File: config.mk
export PLATFORM = sky130hd
export DESIGN_NAME = plc_class_rules
export DESIGN_NICKNAME = d
export VERILOG_FILES = /design/src/rtl/plc_pkg.sv /design/src/rtl/plc_class_rules.sv
export SDC_FILE = /design/constraint.sdc
export NUM_CORES = 1
export LEC_CHECK = 0
export ABC_CLOCK_PERIOD_IN_PS = 800
export BUFFER_PORTS_ARGS = -buffer_cell sky130_fd_sc_hd__buf_2
export CAP_MARGIN = 20
export CORE_AREA = 5 5 42 44
export DETAILED_ROUTE_END_ITERATION = 12
export DIE_AREA = 0 0 47 49
export PLACE_DENSITY = 0.74
export REMOVE_ABC_BUFFERS = 1
export SLEW_MARGIN = 40
export SYNTH_ARGS = -nofsm -noshare
export SYNTH_HDL_FRONTEND = slang
export SYNTH_SLANG_ARGS = --single-unit
File: constraint.sdc
create_clock -name vclk -period 0.8
set_input_delay 0 -clock vclk [all_inputs]
set_output_delay 0 -clock vclk [all_outputs]
set_load 0.02 [all_outputs]
File: src/rtl/plc_pkg.sv
package plc_pkg;

    localparam int XS_W  = 2;   // unit state field width
    localparam int RM_W  = 3;   // rounding mode width
    localparam int LVL_W = 2;

    localparam int CLS_FENCE_VMA  = 0;
    localparam int CLS_FENCE_PART = 1;
    localparam int CLS_HFENCE_G   = 2;
    localparam int CLS_HFENCE_V   = 3;
    localparam int CLS_HLDST      = 4;
    localparam int CLS_WFI        = 5;
    localparam int CLS_FP         = 6;
    localparam int CLS_VEC        = 7;
    localparam int CLS_VECFP      = 8;

    typedef enum logic [2:0] {
        MODE_M  = 3'd0,
        MODE_HS = 3'd1,
        MODE_HU = 3'd2,
        MODE_VS = 3'd3,
        MODE_VU = 3'd4
    } mode_t;

    typedef struct packed {
        logic [LVL_W-1:0] level;
        logic             virt;
        logic             tvm;
        logic             tw;
        logic             hu;
        logic             vtvm;
        logic             vtw;
        logic [XS_W-1:0]  fs;
        logic [XS_W-1:0]  vs;
        logic [RM_W-1:0]  frm;
    } status_t;

    function automatic logic ill_rule(int k, mode_t m, logic tvm, logic tw,
                                      logic hu, logic fs_off, logic vs_off);
        logic hu_m;
        hu_m = (m == MODE_HU);
        case (k)
            CLS_FENCE_VMA,
            CLS_HFENCE_G:   return hu_m || (m == MODE_HS && tvm);
            CLS_FENCE_PART,
            CLS_HFENCE_V:   return hu_m;
            CLS_HLDST:      return hu_m && !hu;
            CLS_WFI:        return hu_m || (m != MODE_M && tw);
            CLS_FP:         return fs_off;
            CLS_VEC:        return vs_off;
            CLS_VECFP:      return fs_off || vs_off;
            default:        return 1'b0;
        endcase
    endfunction

    function automatic logic virt_rule(int k, mode_t m, logic tw,
                                       logic vtvm, logic vtw);
        logic guest;
        guest = (m == MODE_VS) || (m == MODE_VU);
        case (k)
            CLS_FENCE_VMA:  return (m == MODE_VU) || (m == MODE_VS && vtvm);
            CLS_FENCE_PART: return (m == MODE_VU);
            CLS_HFENCE_G,
            CLS_HFENCE_V,
            CLS_HLDST:      return guest;
            CLS_WFI:        return !tw && ((m == MODE_VU) || (m == MODE_VS && vtw));
            default:        return 1'b0;
        endcase
    endfunction

endpackage

File: src/rtl/plc_class_rules.sv
module plc_class_rules
    import plc_pkg::*;
#(
    parameter int NUM_CLS = 16
) (
    input  mode_t             mode,
    input  logic              tvm,
    input  logic              tw,
    input  logic              hu,
    input  logic              vtvm,
    input  logic              vtw,
    input  logic [XS_W-1:0]   fs,
    input  logic [XS_W-1:0]   vs,
    output logic [NUM_CLS-1:0] ill_vec,
    output logic [NUM_CLS-1:0] virt_vec
);
    logic fs_off, vs_off;
    assign fs_off = (fs == '0);
    assign vs_off = (vs == '0);

    for (genvar k = 0; k < NUM_CLS; k++) begin : g_cls
        assign ill_vec[k]  = ill_rule(k, mode, tvm, tw, hu, fs_off, vs_off);
        assign virt_vec[k] = virt_rule(k, mode, tw, vtvm, vtw);
    end
endmodule

Word level (Yosys, flattened, before mapping). Cells that the tools add are included.

Equal/unequal tests: 4. Reduce and logical (&&, ||, !) cells: 17.

Operator list (count): $eq 3x2->1 const B (2); $logic_and 1x1->1 (6); $logic_or 1x1->1 (6); $logic_not 2->1 (2); $eq 3x1->1 const B (1); $eq 3x3->1 const B (1); $reduce_bool 3->1 (1); $logic_not 1->1 (2).

Bits in registers: 0. Bits of input ports: 12. Output and inout port bits: 32. Logic and storage cells: 21.

Longest topological paths before layout. Gate-level depths: netlist (run 1).

Depth after elaboration: 4. Depth in mapped cells: 3. Mapped depth without buffers: 2.

Worst setup path before layout (run 1). No wires, ideal clock.

Kind: in2out. From: in mode[0]. To: out virt_vec[3]. Arrival: 956 ps. Required time: 800 ps. Setup slack: -156 ps. Stages on the path: 3. Path buffers: 1. Cells stage by stage: or3b_4 -> o21ai_0 -> buf_4.

Cells in the longest elaborated chain, start to end: 2. Elaborated cells on any way between the ends: 3. Those cells by class: eq/ne (2); reduce/logical (1).

RTL lines: from (decl) (RTL line plc_class_rules.sv:6) `input mode_t mode,`; $eq 3x2->1 / $eq 3x3->1 (equally long branches); $logic_or 1x1->1 *; to (decl) (RTL line plc_class_rules.sv:15) `output logic [NUM_CLS-1:0] virt_vec`.

Every way passes the cells marked *; elsewhere a longest branch is shown, timed or not.

Worst setup path after layout (run 1).
From: in mode[0]. To: out virt_vec[2].

Same word-level chain as after synthesis.

==> Flow_metrics.wiki, run 1 <==
{| class="wikitable"
! Metric !! Value
|-
| Diode insertion count for antenna repair || 0
|-
| Minimum clock period || about 800 ps
|-
| HPWL after detailed placement || around 680 microns
|-
| Final critical-path setup slack || 3.72 ps
|-
| Overall die width || ~47 microns
|-
| DRC errors left || 0
|-
| Utilization after layout || 0.290
|-
| Unrepaired setup endpoints after global routing || true
|-
| Areal power density over the cells || about 700 nW/um^2
|-
| Leakage component of the power || 0.259 nW
|-
| Top cells by count, synth || buf_4, inv_1, nor2_1
|-
| Ports placed on the boundary || 44
|-
| FF+latch area || 0 sq um
|-
| Area leader, netlist || buf_4
|-
| Status || finished, final reports clean
|-
| Share of the yosys chip area belonging to registers || 0
|-
| Wire length of the first global-routing pass || between 900 and 1000 microns
|-
| Number of buffers added on ports || 27
|-
| Final hold violation count || 0
|-
| Number of hold-repair buffers added at the cts stage || 0
|-
| Fraction of the cycle the final worst path needs || 0.995
|-
| Place WS || -72.5 ps
|-
| Total Die Area || 2300 sq um
|-
| Synth warnings || 0
|-
| Number of nets at the end of the flow || 80
|-
| Worst endpoint data arrival time || 800 ps
|-
| Area growth, synth to finish || 41.9%
|-
| Num rows || 14
|-
| Number of sequential cells in the layout || 0
|-
| Power consumption || 0.291 mW
|-
| CP Capture Type || output pin
|-
| Final count of negative-setup-slack endpoints || 0
|-
| Number of pins exceeding their max-slew limit in the final report || 0
|-
| Placed instance count || 82
|-
| Antenna Nets Post-Route || 0
|-
| GRT overflow || 0
|-
| Max cap viols || 0
|-
| Avg Cell Area, Syn || around 6.7 sq um
|-
| Fmax || approximately 1.3 GHz
|-
| Worst path required time || 800 ps
|-
| Final weighted congestion in routability-driven placement || 0.516
|-
| Worst min-delay path class || input pin to output pin
|-
| Average wire per standard cell || between 10 and 15 microns
|-
| Area share of the largest cell type after synthesis || 0.603
|-
| WS Path Type || input pin to output pin
|-
| Total number of vias || about 320
|-
| Post-detailed-placement cell area || 352 sq um
|-
| Overall global routing resource usage || 0.0505
|-
| Layout clock buffers || 0
|-
| Core ar. || ~1400 sq um
|-
| Hold Path End || virt_vec[5]
|-
| Total routed wirelength || roughly 860 microns
|-
| Post-synthesis instance total || between 40 and 50
|-
| Ratio of cells with drive above 1 in the final layout || 0.545
|-
| Total standard cell area after synthesis || around 290 sq um
|-
| Max Fanout on Critical Path || 4
|-
| Post-Layout Cell Count || between 80 and 90
|-
| Vias per cell || ~4.0
|-
| Synth area leaders || buf_4, inv_1, nor2_1
|-
| Antenna violations before repair || 0
|-
| Launch point of the worst hold path || tw
|-
| Critical Path Source Type || input pin
|-
| Vertical extent of the die || 49 microns
|-
| Yosys cell types || 15
|-
| Library cell with the highest instance count after synthesis || buf_4
|-
| Largest net degree at the start of global routing || 6
|-
| Final instance area || slightly above 400 sq um
|-
| Peak supply drop || approximately 0.14 mV
|-
| 1st-pass router iterations || 1
|-
| Hold path cells || 3
|-
| Initial core utilization || 0.204
|-
| Violation count after the first detailed-route iteration || 0
|-
| Vias in the first global route || 238
|}
kinds of logic (layout without fill, tap and decap cells):
kind of cell | Yosys count | after routing | synth area share
buffers and inverters | 26 | 33 | 0.642
and+or+nand+nor | 10 | 10 | 0.214
AOI/OAI and AO/OA | 6 | 6 | 0.131
other | 1 | 17 | 0.0131
per-layer routing:
layer / routed length [microns] / vias up / part of all wire / global-route usage
li1: - / 147 / - / -
met1: 225 / 140 / 0.26 / 0.0370
met2: 390 / 37 / 0.45 / 0.122
met3: 247 / 0 / 0.29 / 0.00369
met4: 0 / 0 / 0 / 0
met5: 0 / - / 0 / 0
critical path, cell delays in order:
cell	delay [ps]
buf_6	100
or3b_4	420
o21ai_2	110
buf_4	170
cells in the final DEF, fill, tap and decap left out:
master / count
nor2_2: 1
nor2_1: 2
a21oi_1: 1
nand4b_1: 1
nand2_1: 2
inv_1: 3
a21oi_2: 1
buf_4: 7
or3b_4: 2
o22ai_1: 1
buf_2: 18
conb_1: 17
o21ai_2: 1
o31ai_2: 1
buf_6: 5
nand2b_1: 1
o21ai_0: 1
nand3b_1: 1
report_power, final:
| group | internal, mW | leakage (nW) | switching, mW |
|---|---|---|---|
| Sequential | 0 | 0 | 0 |
| Clock | 0 | 0 | 0 |
| Combinational | 0.101 | 0.259 | 0.189 |
| Total | 0.101 | 0.259 | 0.189 |
stage by stage:
stage,setup TNS [ps],hold slack [ps]
6_report,0,246
5_1_grt,-126,255
4_1_cts,-4.43,261
3_5_place_dp,-223,261
3_3_place_gp,-127,260
2_1_floorplan,-1630,41.6
layout make-up:
| cell class | count | area, sq um |
|---|---|---|
| Fill cell | 143 | 995 |
| Timing Repair Buffer | 30 | 199 |
| Multi-Input combinational cell | 33 | 176 |
| Tap cell | 16 | 20.0 |
| Inverter | 3 | 11.3 |
worst max path at each step:
stage	slack, ps	endpoint	from
3_5_place_dp	-70	virt_vec[2]	mode[2]
3_3_place_gp	-40	virt_vec[4]	mode[2]
5_1_grt	-30	virt_vec[2]	mode[0]
6_report	4	virt_vec[2]	mode[0]
2_1_floorplan	-540	virt_vec[2]	mode[1]
4_1_cts	-4	virt_vec[5]	mode[1]
repair_timing:
action,4_1_cts,5_1_grt
gates resized for setup,8,9
endpoints found under the hold margin,0,0
pin swaps,2,3
setup buffers,0,0
endpoints found under the setup margin,5,8
Power figures use the tool's default switching activity.
==> run 2, diff against run 1 <==
Settings changed: REMOVE_ABC_BUFFERS 1 to unset.
==> run 2 against run 1 <==
The flow now finishes with violations (setup timing). Non-clock buffer count increased by 1. Largest power group unchanged. Sequential share of layout area stayed put. First-iteration DRC count is the same. Cell area is 4.3% higher. Combinational power is 3% higher. Count of clock-buffer cells in the layout did not move. Total power increased by 3.0%. Setup slack worse by 11 ps. Die area stayed put. Largest cell class unchanged. Cell count rose by 1.2%. Critical path depth unchanged. Utilization up 1.2 points.
==> Flow_metrics.wiki, run 2 (same netlist as run 1, synthesis figures left out) <==
{| class="wikitable"
! Metric !! Value
|-
| Number of hold-repair buffers added at the cts stage || 0 (unchanged)
|-
| Number of buffers added on ports || 27 (unchanged)
|-
| Slowest stage cell on the critical path || or3b_4 (unchanged)
|-
| Worst endpoint data arrival time || 810 ps (was 800 ps)
|-
| Largest net degree at the start of global routing || 6 (unchanged)
|-
| Vias in the first global route || 259 (was 238)
|-
| Layout clock buffers || 0 (unchanged)
|-
| Ports placed on the boundary || 44 (unchanged)
|-
| Final hold violation count || 0 (unchanged)
|-
| Placed instance count || 83 (was 82)
|-
| Leakage component of the power || 0.265 nW (was 0.259 nW)
|-
| Place WS || -37.1 ps (was -72.5 ps)
|-
| Portion of total power attributed to the clock network || 0 (about the same)
|-
| WS Path Type || input pin to output pin (unchanged)
|-
| Ratio of cells with drive above 1 in the final layout || 0.537 (was 0.545)
|-
| Buf/Inv on CP || 2 (unchanged)
|-
| Status || finished, violations left (was finished, final reports clean)
|-
| Total number of vias || 307 (was 324)
|-
| Initial core utilization || 0.204 (unchanged)
|-
| Top library cells by usage in the layout, fill and taps aside || conb_1, buf_2, buf_4, buf_6 (was buf_2, conb_1, buf_4, buf_6, inv_1)
|-
| Antenna Nets Post-Route || 0 (unchanged)
|-
| Minimum clock period || 807 ps (was 796 ps)
|-
| Summed negative setup slack over all endpoints || -6.90 ps (was 0 ps)
|-
| Worst min-delay path class || input pin to output pin (unchanged)
|-
| Fraction of the cycle the final worst path needs || 1.01 (was 0.995)
|-
| Worst Hold Margin || 256 ps (was 246 ps)
|-
| Wire length of the first global-routing pass || 966 microns (was 931 microns)
|-
| Top Family by Delay on Critical Path || simple AND/OR/NAND/NOR gates (unchanged)
|-
| Vias per cell || 3.70 (was 3.95)
|-
| Fmax || 1.24 GHz (was 1.26 GHz)
|-
| Peak supply drop || 0.138 mV (was 0.139 mV)
|-
| Overall die width || 47 microns (unchanged)
|-
| Vertical extent of the die || 49 microns (unchanged)
|-
| Switching power total || 0.190 mW (was 0.189 mW)
|-
| Final count of negative-setup-slack endpoints || 1 (was 0)
|-
| Worst path max stage delay || 420 ps (about the same)
|-
| CP Capture Type || output pin (unchanged)
|-
| Power consumption || 0.299 mW (was 0.291 mW)
|-
| Average wire per standard cell || 9.71 microns (was 10.5 microns)
|-
| Most numerous cell on the critical path || buf_6
|-
| Combinational power share || 1.000 (about the same)
|-
| Cell Int Power || 0.109 mW (was 0.101 mW)
|-
| Antenna violations before repair || 0 (unchanged)
|-
| Area growth, synth to finish || 48.0% (was 41.9%)
|-
| Share of total power consumed by net switching || 0.635 (was 0.651)
|-
| Number of nets at the end of the flow || 81 (was 80)
|-
| FF+latch area || 0 sq um (unchanged)
|-
| Max cap viols || 0 (unchanged)
|-
| Areal power density over the cells || 706 nW/um^2 (was 715 nW/um^2)
|-
| Violation count after the first detailed-route iteration || 0 (unchanged)
|-
| Diode insertion count for antenna repair || 0 (unchanged)
|-
| 1st-pass router iterations || 1 (unchanged)
|-
| Violations in the final reports || setup timing
|-
| Total routed wirelength || 806 microns (was 863 microns)
|-
| Core ar. || 1400 sq um (unchanged)
|-
| Overall global routing resource usage || 0.0505 (unchanged)
|-
| Unrepaired setup endpoints after global routing || true (unchanged)
|-
| Sequential group share of total power || 0 (about the same)
|-
| Critical path cell sequence || buf_6, or3b_4, a21oi_2, buf_6 (was buf_6, or3b_4, o21ai_2, buf_4)
|-
| Post-Layout Cell Count || 83 (was 82)
|-
| GRT overflow || 0 (unchanged)
|-
| Final critical-path setup slack || -6.90 ps (was 3.72 ps)
|-
| HPWL after detailed placement || 684 microns (was 683 microns)
|-
| Total Die Area || 2300 sq um (unchanged)
|-
| Final weighted congestion in routability-driven placement || 0.559 (was 0.516)
|-
| Critical Path Source Type || input pin (unchanged)
|-
| DRC errors left || 0 (unchanged)
|-
| Num rows || 14 (unchanged)
|-
| Number of sequential cells in the layout || 0 (unchanged)
|-
| Buffer count from post-CTS setup fixing || 0 (unchanged)
|-
| Max Fanout on Critical Path || 4 (unchanged)
|-
| Number of pins exceeding their max-slew limit in the final report || 0 (unchanged)
|-
| Worst path required time || 800 ps (about the same)
|}
## run 2: final timing paths
kind / from / slack, ps / to / cells past startpoint
setup / recovery: mode[0] / -7 / virt_vec[5] / 4
hold / removal: tw / 260 / virt_vec[5] / 3
## run 2: worst min-delay path: cells and delay by family
| family | cells | cell delay [ps] |
|---|---|---|
| buffers and inverters | 2 | 220 |
| AOI/OAI and AO/OA | 1 | 40 |
## run 2: per-layer routing
| metal | up-vias | track usage | part of all wire |
|---|---|---|---|
| met4 | 0 | 0 | 0 |
| li1 | 146 | - | - |
| met5 | - | 0 | 0 |
| met1 | 129 | 0.0413 | 0.25 |
| met3 | 0 | 0.0111 | 0.27 |
| met2 | 32 | 0.113 | 0.48 |
## run 2: stage by stage
step	utilization	cell area, sq um
6_report	0.303	424
5_1_grt	0.303	424
4_1_cts	0.277	388
3_5_place_dp	0.259	363
3_3_place_gp	0.259	363
2_1_floorplan	-	350
## run 2: final cells by class
cell class	instances	area [sq um]
repair buffers	31	213
well taps	16	20.0
multi-input cells	33	180
inverters	3	11.3
fillers	151	977
## run 2: what timing repair did
item	in CTS	in global routing
setup endpoints to repair	6	10
gates resized for setup	8	9
pin swaps	2	2
## run 2: power by group through the flow
stage,combinational (mW),sequential [mW],clock (mW)
finish,0.299,0,0
detailed placement,0.260,0,0
global route,0.323,0,0
CTS,0.276,0,0
global placement,0.259,0,0
floorplan,0.248,0,0
